## src/rtl/trellis_metric_unit.sv

```systemverilog
module trellis_metric_unit #(
  parameter int IN_W  = 6,
  parameter int MET_W = 10
) (
  input  logic                    clk,
  input  logic                    rst_n,
  input  logic                    step_valid,
  input  logic                    win_init,
  input  logic                    dir_bwd,
  input  logic                    term_known,
  input  logic signed [IN_W-1:0]  sys_llr,
  input  logic signed [IN_W-1:0]  par_llr,
  input  logic signed [IN_W-1:0]  apr_llr,
  output logic                    out_valid,
  output logic [8*MET_W-1:0]      metrics_o,
  output logic [4*(IN_W+1)-1:0]   gamma_o
);
  localparam int G_W = IN_W + 1;
  localparam int W2  = MET_W + 3;
  localparam logic signed [MET_W-1:0] DIS  = {2'b11, {(MET_W-2){1'b0}}};
  localparam logic signed [MET_W-1:0] MAXV = {1'b0, {(MET_W-1){1'b1}}};
  localparam logic signed [MET_W-1:0] MINV = {1'b1, {(MET_W-1){1'b0}}};
  localparam logic signed [W2-1:0]    LOWW = {1'b1, {(W2-1){1'b0}}};

  logic signed [MET_W-1:0] m [8];
  logic signed [G_W-1:0]   gq [4];
  logic signed [G_W-1:0]   gam [4];
  logic signed [MET_W-1:0] nxt_m [8];
  logic signed [W2-1:0]    raw [8];

  logic signed [IN_W+1:0] lsum, pext, s_hi, s_lo;
  assign lsum = {{2{sys_llr[IN_W-1]}}, sys_llr} + {{2{apr_llr[IN_W-1]}}, apr_llr};
  assign pext = {{2{par_llr[IN_W-1]}}, par_llr};
  assign s_hi = lsum + pext;
  assign s_lo = lsum - pext;
  assign gam[3] = s_hi[IN_W+1:1];
  assign gam[2] = s_lo[IN_W+1:1];
  assign gam[1] = -gam[2];
  assign gam[0] = -gam[3];

  function automatic logic [2:0] next_st(input logic [2:0] s, input logic u);
    logic a;
    a = u ^ s[1] ^ s[0];
    return {a, s[2], s[1]};
  endfunction

  function automatic logic par_bit(input logic [2:0] s, input logic u);
    return u ^ s[1] ^ s[2];
  endfunction

  always_comb begin
    logic signed [W2-1:0] c, n;
    logic [2:0] s3, t;
    logic u1, pb;
    for (int k = 0; k < 8; k++) raw[k] = LOWW;
    for (int s = 0; s < 8; s++) begin
      for (int u = 0; u < 2; u++) begin
        s3 = 3'(s);
        u1 = (u != 0);
        t  = next_st(s3, u1);
        pb = par_bit(s3, u1);
        if (!dir_bwd) begin
          c = W2'(m[s]) + W2'(gam[{u1, pb}]);
          if (c > raw[t]) raw[t] = c;
        end else begin
          c = W2'(m[t]) + W2'(gam[{u1, pb}]);
          if (c > raw[s]) raw[s] = c;
        end
      end
    end
    for (int k = 0; k < 8; k++) begin
      n = raw[k] - raw[0];
      if (n > W2'(MAXV))      nxt_m[k] = MAXV;
      else if (n < W2'(MINV)) nxt_m[k] = MINV;
      else                    nxt_m[k] = n[MET_W-1:0];
    end
  end

  always_ff @(posedge clk) begin
    if (!rst_n) begin
      out_valid <= 1'b0;
      for (int k = 0; k < 8; k++) m[k] <= (k == 0) ? '0 : DIS;
      for (int j = 0; j < 4; j++) gq[j] <= '0;
    end else begin
      out_valid <= step_valid && !win_init;
      if (win_init) begin
        for (int k = 0; k < 8; k++)
          m[k] <= (dir_bwd && !term_known) ? '0 : ((k == 0) ? '0 : DIS);
      end else if (step_valid) begin
        for (int k = 0; k < 8; k++) m[k] <= nxt_m[k];
        for (int j = 0; j < 4; j++) gq[j] <= gam[j];
      end
    end
  end

  for (genvar k = 0; k < 8; k++) begin : g_pack_m
    assign metrics_o[k*MET_W +: MET_W] = m[k];
  end
  for (genvar j = 0; j < 4; j++) begin : g_pack_g
    assign gamma_o[j*G_W +: G_W] = gq[j];
  end

  assert_norm_zero_R5: assert property (@(posedge clk) disable iff (!rst_n)
    out_valid |-> (m[0] == '0));
  assert_init_fav_R7: assert property (@(posedge clk) disable iff (!rst_n)
    (win_init && !(dir_bwd && !term_known)) |=> (m[0] == '0 && m[1] == DIS && m[4] == DIS && m[7] == DIS));
  assert_init_equal_R8: assert property (@(posedge clk) disable iff (!rst_n)
    (win_init && dir_bwd && !term_known) |=> (metrics_o == '0));
  assert_hold_R9: assert property (@(posedge clk) disable iff (!rst_n)
    (!step_valid && !win_init) |=> ($stable(metrics_o) && !out_valid));
  assert_init_prio_R9: assert property (@(posedge clk) disable iff (!rst_n)
    win_init |=> !out_valid);
endmodule

```

## config.mk

```make
export PLATFORM = sky130hd
export DESIGN_NAME = trellis_metric_unit
export DESIGN_NICKNAME = d
export VERILOG_FILES = /design/src/rtl/trellis_metric_unit.sv
export SDC_FILE = /design/constraint.sdc
export NUM_CORES = 1
export LEC_CHECK = 0
export ABC_AREA = 0
export BUFFER_PORTS_ARGS = -buffer_cell sky130_fd_sc_hd__buf_2
export CAP_MARGIN = 5
export CORE_ASPECT_RATIO = 1.5
export CORE_UTILIZATION = 25
export CTS_CLUSTER_SIZE = 14
export DETAILED_ROUTE_END_ITERATION = 8
export REMOVE_ABC_BUFFERS = 1
export SYNTH_ARGS = -nofsm -noshare
export SYNTH_HDL_FRONTEND = slang
export SYNTH_SLANG_ARGS = --single-unit
```

## constraint.sdc

```tcl
create_clock -name clk -period 40.4 [get_ports clk]
set_clock_uncertainty 0.1 [all_clocks]
set_input_delay 4.04 -clock clk [delete_from_list [all_inputs] [get_ports clk]]
set_output_delay 4.04 -clock clk [all_outputs]
set_load 0.01 [all_outputs]
```

# Word level (Yosys, flattened, before mapping)

Memories as Yosys holds them, arrays and structs flattened.
Index checks and enable logic that the tools add are counted.

Flip-flop bits (word level): 1
Bits in latches: 0
Memory bits (writable): 108
Logic and storage cells: 227
Memories kept: 2
Input port bits: 24
Memory bits (read-only): 0
Output and inout port bits: 109

Memory list:

| name | words | width | read ports | clocked after Yosys merged registers in | wr ports | RTL line | RTL |
|---|---|---|---|---|---|---|---|
| m    | 8     | 10    | 8          | 0                                       | 8        | 25       | `logic signed [MET_W-1:0] m [8];` |
| gq   | 4     | 7     | 4          | 0                                       | 4        | 26       | `logic signed [G_W-1:0] gq [4];` |

Multiplexer cells: 107
Bitwise logic cells: 20
Add/subtract/negate cells: 45
$mul: 0
Reductions and logical operators: 4
Div/mod/pow operators: 0
Shifts and indexed selects: 0
Equality and inequality tests: 0
Magnitude comparators: 48

Operators with widths:

| cell                                                                               | number |
|---|---|
| 13-bit two-way mux                                                                 | 62 |
| 10-bit by 7-bit adder with 11-bit output                                           | 32 |
| 10-bit two-way mux                                                                 | 33 |
| 11-bit by 13-bit greater-than comparator with 1-bit output                         | 23 |
| 11-bit by 13-bit greater-than comparator with 1-bit output (second input constant) | 9 |
| 13-bit by 10-bit greater-than comparator with 1-bit output (second input constant) | 8 |
| 13-bit by 10-bit less-than comparator with 1-bit output (second input constant)    | 8 |
| 13-bit subtractor                                                                  | 8 |
| 7-bit two-way mux                                                                  | 4 |
| 1-bit bitwise OR                                                                   | 20 |
| 7-bit negator                                                                      | 2 |
| 7-bit by 6-bit adder with 8-bit output                                             | 1 |
| 1-bit two-way mux                                                                  | 8 |
| 7-bit by 6-bit subtractor with 8-bit output                                        | 1 |
| 6-bit by 6-bit adder with 7-bit output                                             | 1 |
| 1-bit logical AND                                                                  | 2 |
| 1-bit zero test                                                                    | 2 |

# Depth between registers and ports, before layout

Depth after elaboration: 21
Depth in mapped cells: 70
Mapped depth without buffers: 67

# Least setup slack after synthesis

No wires, ideal clock.

Kind: in2reg
Start: in sys_llr[0]
End: mem m[6][0] (netlist: m[0][60]) (data pin)
Data arrival time: 17,514 ps
Setup slack: 22,654 ps
Stages on the path: 61
Buffers on the path: 3
Setup time: 133 ps
Data required time: 40,167 ps
Cell sequence: ha_1 > fa_1 > inv_1 > fa_1 > xor2_1 > ha_1 > nand4_1 > xnor2_1 > ha_1 > nor4_1 > a221oi_1 > a21o_1 > a21oi_1 > xnor2_1 > ha_1 > a211oi_1 > o21ai_0 > a221oi_1 > [25 not listed] > o41a_1 > nand2_1 > clkbuf_1 > nor2_1 > a21oi_1 > ha_1 > a21oi_1 > a21boi_0 > o21ai_0 > a21boi_0 > o21ai_0 > nand2b_1 > a31o_2 > o21ai_0 > or4b_2 > nor4b_2 > nor3_2 > and2_1

RTL lines:

| element         | RTL line | RTL |
|---|---|---|
| start, declared | 11       | `input logic signed [IN_W-1:0] sys_llr,` |
| end, declared   | 25       |  |

==> impl_metrics.csv <==
group,metric,value,unit
status,status,"finished, final reports clean",
clock_tree,h-tree-depth,3,
detailed_routing,vias,25970,
finish,multi_input_area,22440,um^2
grt,grt_first_pass_wirelength,160900,um
place,gp_congestion,1.041,
yosys,netlist.area_leader.share,26.66,%
sta,rsz0062_at_grt,"false",
yosys,synth.avg_cell_area,7.943,um^2
grt,overflow,0,
worst_setup_path,r2r-end,"m[0][13]",
worst_setup_path,worst_ep_arrival_time,19.70,ns
floorplan,die_area,108200,um^2
worst_setup_path,slowest_stage,"nor2_1",
clock_tree,clkSinkCount,97,
finish,n_fill_cell,11407,
place,hpwl,93040,um
yosys,syn_area,26710,um^2
yosys,synth_most_common_cell,"ha_1",
clock_tree,cts_made_buffers,9,
sta,finalHoldViolCount,0,
detailed_routing,drtAntennaViolNets,0,
yosys,ys_top_cells_by_area,"ha_1, edfxtp_1, xnor2_1",
yosys,ys_warn_count,0,
clock_tree,worstSkewPairLatency,0.42,ns
worst_setup_path,reg2regPathDepth,50,
clock_tree,path_clk_slew,0.07,ns
floorplan,die_w,268.9,um
clock_tree,ctsHoldBuffers,0,
worst_setup_path,cp_max_fo,15,
floorplan,coreArea,105800,um^2
clock_tree,cts_buffer_depth,2,
detailed_routing,firstDrtPassIters,6,
grt,track_usage,20.40,%
clock_tree,cts_setup_buffers,0,
yosys,yosysTopAreaCell,"ha_1",
yosys,ys.flop_type,"edfxtp_1",
sta,period_share,48.40,%
place,port_buffers,122,
detailed_routing,wl_per_cell,22.82,um
yosys,synthArstFlopShare,0,%
floorplan,dieHeight,402.3,um
sta,max_slew_margin,17.78,%
grt,met3_usage,3.041,%
grt,met2_usage,35.60,%
finish,area_growth,10.54,%
min_path,worstHoldStart,"m[0][70]",
worst_setup_path,slowest_delay,0.88,ns
sta,tightest_slew,1.233,ns
yosys,synth_edf_count,96,
grt,antenna_found_initial,3,
grt,use_met1,21.18,%
floorplan,io_pins,133,
floorplan,rows,146,
grt,grt_max_degree,68,
min_path,hold_depth,4,
worst_setup_path,crit_path_start_kind,"input port",
place,place_ws,20.57,ns
min_path,worstHoldPathType,"reg -> reg",
worst_setup_path,endpoint,"m[0][13]",
detailed_routing,wl,111900,um
finish,drive_above_1_share,9.616,%
sta,tns,0,ns
clock_tree,cts_resized,0,
sta,clock.fmax,0.05114,GHz
yosys,seq_area_frac_synth,10.87,%
clock_tree,cts-root-buf,"clkbuf_16",
detailed_routing,drc_errors,0,
grt,grt_pass1_vias,25229,
detailed_routing,drt_iter0_drc,1818,
floorplan,start_util,25.25,%
sta,setup_viol,0,
finish,regArea,2903,um^2
finish,fin_nets,4114,
worst_setup_path,path_class,"in -> reg",
yosys,ys_top_cells_by_count,"ha_1, inv_1, nor2_1",
sta,timing.final.ws_setup,20.85,ns
detailed_routing,via_per_inst,5.298,
worst_setup_path,r2r_start,"m[0][40]",
sta,period_needed,19.55,ns
flow_run,max-cap-violations,0,
yosys,synth_seq_cells,97,
sta,slew_viol_final,0,
worst_setup_path,required,40.55,ns
yosys,ys_types,121,
grt,grt_most_used_layer,"met2",
worst_setup_path,rrSetupSlack,26.83,ns
worst_setup_path,end_kind,"register",
yosys,syn_inst,3362,
worst_setup_path,crit_path_start,"sys_llr[0]",
clock_tree,cts_tree,"yes",
[worst max-delay path: cells and delay by family]
| kind | cells | cell delay [ns] |
|---|---|---|
| AOI/OAI and AO/OA | 20 | 4.58 |
| adders and majority gates | 9 | 3.03 |
| muxes | 3 | 1.02 |
| buffers and inverters | 5 | 0.80 |
| xor gates and xnor gates | 3 | 0.53 |
| and+or+nand+nor | 19 | 5.66 |
[registers in the layout, summed over array words and instances (netlist names)]
name,cells
m,70
out_valid,1
gq,26
[how the worst min path moves through the flow]
stage               slack, ns       end
floorplan                1.02  m[0][10]
global placement         1.22  m[0][70]
detailed placement       1.23  m[0][70]
CTS                      1.24  m[0][70]
global route             1.26  m[0][70]
finish                   1.24  m[0][70]
[kinds of logic after synthesis]
group,synth area share [%]
compound gates,24.91
xor+xnor,7.815
simple gates,18.34
other cells,0.01404
buf+inv,5.496
fa+ha+maj,29.13
mux,3.425
flops,10.87
[area by class of cell]
type / instances / share of cell area (%)
Tap cell: 1406 / 5.959
Multi-Input combinational cell: 2914 / 76.02
Timing Repair Buffer: 182 / 3.603
Sequential cell: 97 / 9.833
Clock inverter: 7 / 0.1780
Clock buffer: 9 / 0.7629
Inverter: 285 / 3.624
Antenna cell: 2 / 0.01695
[metal layers]
layer  up-vias  wire [um]
li1      12483          -
met1     12289      40730
met4         2      10940
met5         -         13
met3       347       6200
met2       849      53990
[cells in the final DEF, fill, tap and decap left out, drive strengths merged, types with 25 or more instances in the layout]
master	netlist	final
a21boi	84	84
a21o	89	89
a21oi	258	258
and2	33	33
buf	35	182
edfxtp	96	96
fa	32	32
ha	569	569
inv	285	288
mux2	26	26
mux2i	61	61
nand2	268	268
nand2b	52	52
nand3	49	49
nand4	39	39
nor2	274	274
nor2b	84	84
nor3	55	55
o211ai	28	28
o21a	70	70
o21ai	215	215
o21bai	40	40
o22ai	26	26
or2	25	25
xnor2	191	191
xor2	36	36
[stage by stage]
step                      hold slack [ns]  utilization [%]  cell area [um^2]  cells
after floorplan                     1.015                -             26350   3296
after detailed placement            1.231            27.64             29240   4884
after global placement              1.222            27.64             29240   4884
after CTS                           1.242            27.90             29510   4900
final                               1.241            27.91             29520   4902
after global routing                1.258            27.90             29510   4900
Power is not shown: default switching activity piles up to over one toggle a cycle in this logic, so the estimate is an artifact.
